[src/rtl/jab_pkg.sv]
package jab_pkg;
  typedef enum logic [1:0] {
    PH_IDLE = 2'd0,
    PH_RUN  = 2'd1,
    PH_HELD = 2'd2
  } jab_phase_e;

  function automatic int unsigned cnt_bits(input int unsigned limit);
    return (limit < 2) ? 1 : $clog2(limit + 1);
  endfunction
endpackage

[src/rtl/jab_timer.sv]
module jab_timer
  import jab_pkg::*;
#(
  parameter int unsigned TIMEOUT = 1125000,
  parameter int unsigned CW      = cnt_bits(TIMEOUT)
) (
  input  logic clk,
  input  logic rst,
  input  logic tx_en,
  output logic blocked
);
  localparam logic [CW-1:0] LIMIT = CW'(TIMEOUT);

  logic [CW-1:0] cnt_q;
  jab_phase_e    phase_q;

  always_ff @(posedge clk) begin
    if (rst) begin
      cnt_q   <= '0;
      phase_q <= PH_IDLE;
    end else if (!tx_en) begin
      cnt_q   <= '0;
      phase_q <= PH_IDLE;
    end else begin
      case (phase_q)
        PH_IDLE, PH_RUN: begin
          if (cnt_q == LIMIT - 1'b1) begin
            cnt_q   <= LIMIT;
            phase_q <= PH_HELD;
          end else begin
            cnt_q   <= cnt_q + 1'b1;
            phase_q <= PH_RUN;
          end
        end
        default: begin
          cnt_q   <= LIMIT;
          phase_q <= PH_HELD;
        end
      endcase
    end
  end

  assign blocked = tx_en && (phase_q == PH_HELD);


  cnt_bound_chk: assert property (@(posedge clk) disable iff (rst)
    cnt_q <= LIMIT);


  cnt_restart_chk: assert property (@(posedge clk) disable iff (rst)
    !tx_en |=> (cnt_q == '0));


  cnt_no_wrap_chk: assert property (@(posedge clk) disable iff (rst)
    (tx_en && cnt_q == LIMIT) |=> (cnt_q == LIMIT || cnt_q == '0));
endmodule

[src/rtl/jab_gate.sv]
module jab_gate #(
  parameter int unsigned DW = 4
) (
  input  logic          clk,
  input  logic          rst,
  input  logic          blocked,
  input  logic          tx_en,
  input  logic          tx_er,
  input  logic [DW-1:0] txd,
  output logic          line_en,
  output logic          line_er,
  output logic [DW-1:0] line_d,
  output logic          jab_active
);
  always_ff @(posedge clk) begin
    if (rst || blocked) begin
      line_en <= 1'b0;
      line_er <= 1'b0;
      line_d  <= '0;
    end else begin
      line_en <= tx_en;
      line_er <= tx_er;
      line_d  <= txd;
    end
  end

  always_ff @(posedge clk) begin
    if (rst) jab_active <= 1'b0;
    else     jab_active <= blocked;
  end


  abort_quiet_chk: assert property (@(posedge clk) disable iff (rst)
    jab_active |-> (!line_en && !line_er && line_d == '0));


  release_chk: assert property (@(posedge clk) disable iff (rst)
    !tx_en |=> (!jab_active && !line_en));
endmodule

[src/rtl/jab_status.sv]
module jab_status (
  input  logic clk,
  input  logic rst,
  input  logic set_i,
  input  logic active_i,
  input  logic stat_rd,
  output logic jab_flag
);
  logic clear_ok;
  assign clear_ok = stat_rd && !active_i;

  always_ff @(posedge clk) begin
    if (rst)           jab_flag <= 1'b0;
    else if (set_i)    jab_flag <= 1'b1;
    else if (clear_ok) jab_flag <= 1'b0;
  end


  flag_covers_chk: assert property (@(posedge clk) disable iff (rst)
    active_i |-> jab_flag);


  read_hold_chk: assert property (@(posedge clk) disable iff (rst)
    (stat_rd && active_i) |=> jab_flag);
endmodule

[src/rtl/tx_jabber_guard.sv]
module tx_jabber_guard #(
  parameter int unsigned TIMEOUT = 1125000,
  parameter int unsigned DW      = 4
) (
  input  logic          clk,
  input  logic          rst,
  input  logic          tx_en,
  input  logic          tx_er,
  input  logic [DW-1:0] txd,
  input  logic          stat_rd,
  output logic          line_en,
  output logic          line_er,
  output logic [DW-1:0] line_d,
  output logic          jab_active,
  output logic          jab_flag
);
  logic blocked;

  jab_timer #(.TIMEOUT(TIMEOUT)) u_timer (
    .clk     (clk),
    .rst     (rst),
    .tx_en   (tx_en),
    .blocked (blocked)
  );

  jab_gate #(.DW(DW)) u_gate (
    .clk        (clk),
    .rst        (rst),
    .blocked    (blocked),
    .tx_en      (tx_en),
    .tx_er      (tx_er),
    .txd        (txd),
    .line_en    (line_en),
    .line_er    (line_er),
    .line_d     (line_d),
    .jab_active (jab_active)
  );

  jab_status u_status (
    .clk      (clk),
    .rst      (rst),
    .set_i    (blocked),
    .active_i (jab_active),
    .stat_rd  (stat_rd),
    .jab_flag (jab_flag)
  );


  pass_through_chk: assert property (@(posedge clk) disable iff (rst)
    (!blocked && !$past(rst)) |=> (line_en == $past(tx_en) && line_d == $past(txd)));
endmodule

[config.mk]
export PLATFORM = sky130hd
export DESIGN_NAME = tx_jabber_guard
export DESIGN_NICKNAME = d
export VERILOG_FILES = /design/src/rtl/jab_pkg.sv /design/src/rtl/jab_timer.sv /design/src/rtl/jab_gate.sv /design/src/rtl/jab_status.sv /design/src/rtl/tx_jabber_guard.sv
export SDC_FILE = /design/constraint.sdc
export NUM_CORES = 1
export LEC_CHECK = 0
export BUFFER_PORTS_ARGS = -buffer_cell sky130_fd_sc_hd__buf_2
export CAP_MARGIN = 20
export CORE_MARGIN = 4
export CORE_UTILIZATION = 40
export CTS_CLUSTER_SIZE = 16
export DETAILED_ROUTE_END_ITERATION = 8
export PLACE_DENSITY = 0.56
export SETUP_SLACK_MARGIN = 0.4
export SYNTH_ARGS = -nofsm -noshare
export SYNTH_HDL_FRONTEND = slang
export SYNTH_SLANG_ARGS = --single-unit
[constraint.sdc]
create_clock -name clk -period 4.1 [get_ports clk]
set_input_delay 0 -clock clk [delete_from_list [all_inputs] [get_ports clk]]
set_output_delay 0 -clock clk [all_outputs]
set_load 0.005 [all_outputs]
==> flow_summary.yaml <==
clocking:
  post-cts-setup-buffers: 0
  htree_levels: 2
  hold_buffers: 7
  cts_tree: "yes"
  clk_path_buf_depth: 2
  cts_sinks: 31
  clk_pin_slew_ns: 0.09
  clkLatencyLatePin_ns: 0.33
  cts_made_buffers: 5
  root_buffer: "clkbuf_4"
  cts.repair.resized: 0
floorplanning:
  die_h_um: 66.0
  die_w_um: 66.0
  die-area_mm2: 0.00436
  rows: 20
  io_pins: 17
  start_util_pct: 43.1
  fp.coreArea_mm2: 0.00313
min_path:
  hp-class: "in2reg"
  min_to: "u_gate.line_er"
  hold_path_depth: 3
  holdCritStartpoint: "tx_en"
worst_setup_path:
  critPathTopFamily: "simple AND/OR/NAND/NOR gates"
  cpMaxStageDelayCell: "or4_1"
  r2r_slack_ns: 2.20
  path_buf_inv: 0
  ff2ff_path_depth: 5
  crit_path_end_kind: "register"
  cp_num_cells: 5
  critical_path_class: "reg2reg"
  crit_chain: "ha_1, and3_1, nand3_2, or4_1, a31oi_1"
  start_kind: "register"
  required_ns: 4.35
  worstReg2RegEnd: "u_timer.cnt_q[20]"
  critPathMaxStageDelay_ns: 0.51
  worstPathMaxFanout: 8
  rr_startpoint: "u_timer.cnt_q[0]"
  critPathArrivalTime_ns: 2.15
sta:
  hold_violations: 0
  tightestPinTransition_ns: 0.498
  finClkSkew_ns: 0.0131
  min_period_ns: 1.90
  drv_slew: 0
  setup_viol: 0
  max_slew_margin_pct: 66.7
  fin_setup_tns_ns: 0
  rsz0062_at_grt: "no"
  clock.fmax_mhz: 526
  fin_crit_sh_pct: 46.4
yosys:
  syn_inst: 136
  ys_seq_area_share_pct: 46.1
  synth_ff_type: "dfxtp_1"
  synthTopCellsByCount: "dfxtp_1 (31), a21oi_1 (10), xor2_1 (9), nor2_2 (8)"
  syn_nets: 146
  synth_top_area_share_pct: 46.1
  synth_edf_count: 0
  syn_area_mm2: 0.00135
  yosys_warnings: 0
  synthArstFlopShare_pct: 0
  synth_top_area_cell: "dfxtp_1"
  yosysMostFrequentCell: "dfxtp_1"
  syn_area_per_cell_um2: 9.91
  ys_top_cells_by_area: "dfxtp_1 (46%), xor2_1 (5.8%), a21oi_1 (3.7%), nor2_2 (3.7%), and2_1 (2.8%)"
  ys_ff_latch: 31
  ys_types: 37
routing:
  drt-total-wl_um: 2690
  drt-wirelength-per-cell_um: 13.2
  drtIter0Drc: 24
  firstDrtPassIters: 4
  drc: 0
  via_per_inst: 5.06
  ant_nets: 0
  vias: 1032
power_and_ir_drop:
  leakage_nw: 0.569
  power_density_mw_per_mm2: 325
  ir_worst_vdd_mv: 0.184
global_route:
  grt_overflow: 0
  grt_pass1_vias: 1016
  antenna_found_initial: 0
  track_usage_pct: 14.3
  grt_pass1_wl_um: 4690
  grt_max_degree: 15
cells_and_area:
  fill_cells: 307
  areaGrowthSynthToFinish_pct: 16.0
  nNetsFinal: 170
  drive_gt1_share_pct: 25.0
  diodes: 0
  design_area_mm2: 0.00156
place:
  portBuffers: 16
  hpwl_um: 1900
  gp_congestion: 0.746
  placed_area_mm2: 0.00144
job:
  cap_violations: 0
outcome:
  status: "finished clean"
-- cell families (layout without fill, tap and decap cells) --
family,count (synthesis),in the layout,synth area share [%]
compound gates,24,24,11.5
xor+xnor,11,11,7.15
fa+ha+maj,1,1,0.928
buf+inv,9,33,4.27
flops,31,31,46.1
simple gates,60,60,30.1
-- worst register-to-register path, cell delays in order, from the launching register on --
cell	delay [ns]
dfxtp_1	0.40
ha_1	0.23
and3_1	0.32
nand3_2	0.18
or4_1	0.51
a31oi_1	0.19
-- worst max-delay path by stage --
stage	end	startpoint	slack (ns)
detailed placement	u_timer.cnt_q[20]	u_timer.cnt_q[0]	2.24
CTS	u_timer.cnt_q[20]	u_timer.cnt_q[0]	2.21
floorplan	u_timer.cnt_q[18]	u_timer.cnt_q[6]	2.44
finish	u_timer.cnt_q[20]	u_timer.cnt_q[0]	2.20
global placement	u_timer.cnt_q[14]	u_timer.cnt_q[6]	2.27
global route	u_timer.cnt_q[14]	u_timer.cnt_q[0]	2.07
-- per-stage QoR --
| stage | power (mW) | cells | utilization, % | setup slack, ns | hold slack, ns |
|---|---|---|---|---|---|
| 2_1_floorplan | 0.326 | 136 | - | 2.44 | 0.115 |
| 5_1_grt | 0.530 | 204 | 50.0 | 2.07 | 0.0939 |
| 6_report | 0.507 | 204 | 50.0 | 2.20 | 0.0671 |
| 4_1_cts | 0.512 | 204 | 50.0 | 2.21 | 0.0626 |
| 3_3_place_gp | 0.333 | 190 | 45.9 | 2.27 | 0.200 |
| 3_5_place_dp | 0.333 | 190 | 45.9 | 2.24 | 0.203 |
-- power breakdown --
| group | total (mW) | switching (mW) | leakage, nW | internal [mW] |
|---|---|---|---|---|
| logic | 0.0229 | 0.0107 | 0.283 | 0.0122 |
| registers | 0.307 | 0.00185 | 0.252 | 0.305 |
| clock network | 0.177 | 0.0979 | 0.0341 | 0.0793 |
| total | 0.507 | 0.110 | 0.569 | 0.397 |
-- sequential cells by signal, summed over array words and instances (netlist names) --
signal / flops
u_gate.line_er: 1
u_gate.line_en: 1
u_status.jab_flag: 1
u_gate.line_d: 4
u_timer.phase_q: 2
u_gate.jab_active: 1
u_timer.cnt_q: 21
-- placed cells by master (no fill, tap or decap), types with 5 or more instances in the layout --
cell type / count
dfxtp_1: 31
buf_2: 16
a21oi_1: 10
xor2_1: 9
nor2_2: 8
dlygate4sd3_1: 7
nand4_1: 6
and2_1: 6
nand2_1: 5
clkbuf_4: 5
-- area by class of cell --
type	count	area [um^2]	area share, %
multi-input combinational	96	669	42.8
timing repair buffer	23	150	9.61
tap	44	55.1	3.52
sequential	31	621	39.7
inverter	3	11.3	0.721
clock buffer	6	51.3	3.28
clock inverter	1	5.00	0.320
-- metal layers --
layer / vias up / track usage (%) / share of wire, %
met5: - / 0 / 0
met2: 22 / 22.8 / 49
met3: 7 / 3.91 / 3.9
met1: 466 / 17.3 / 44
li1: 537 / - / -
met4: 0 / 8.38 / 2.3
Power figures use the tool's default switching activity.
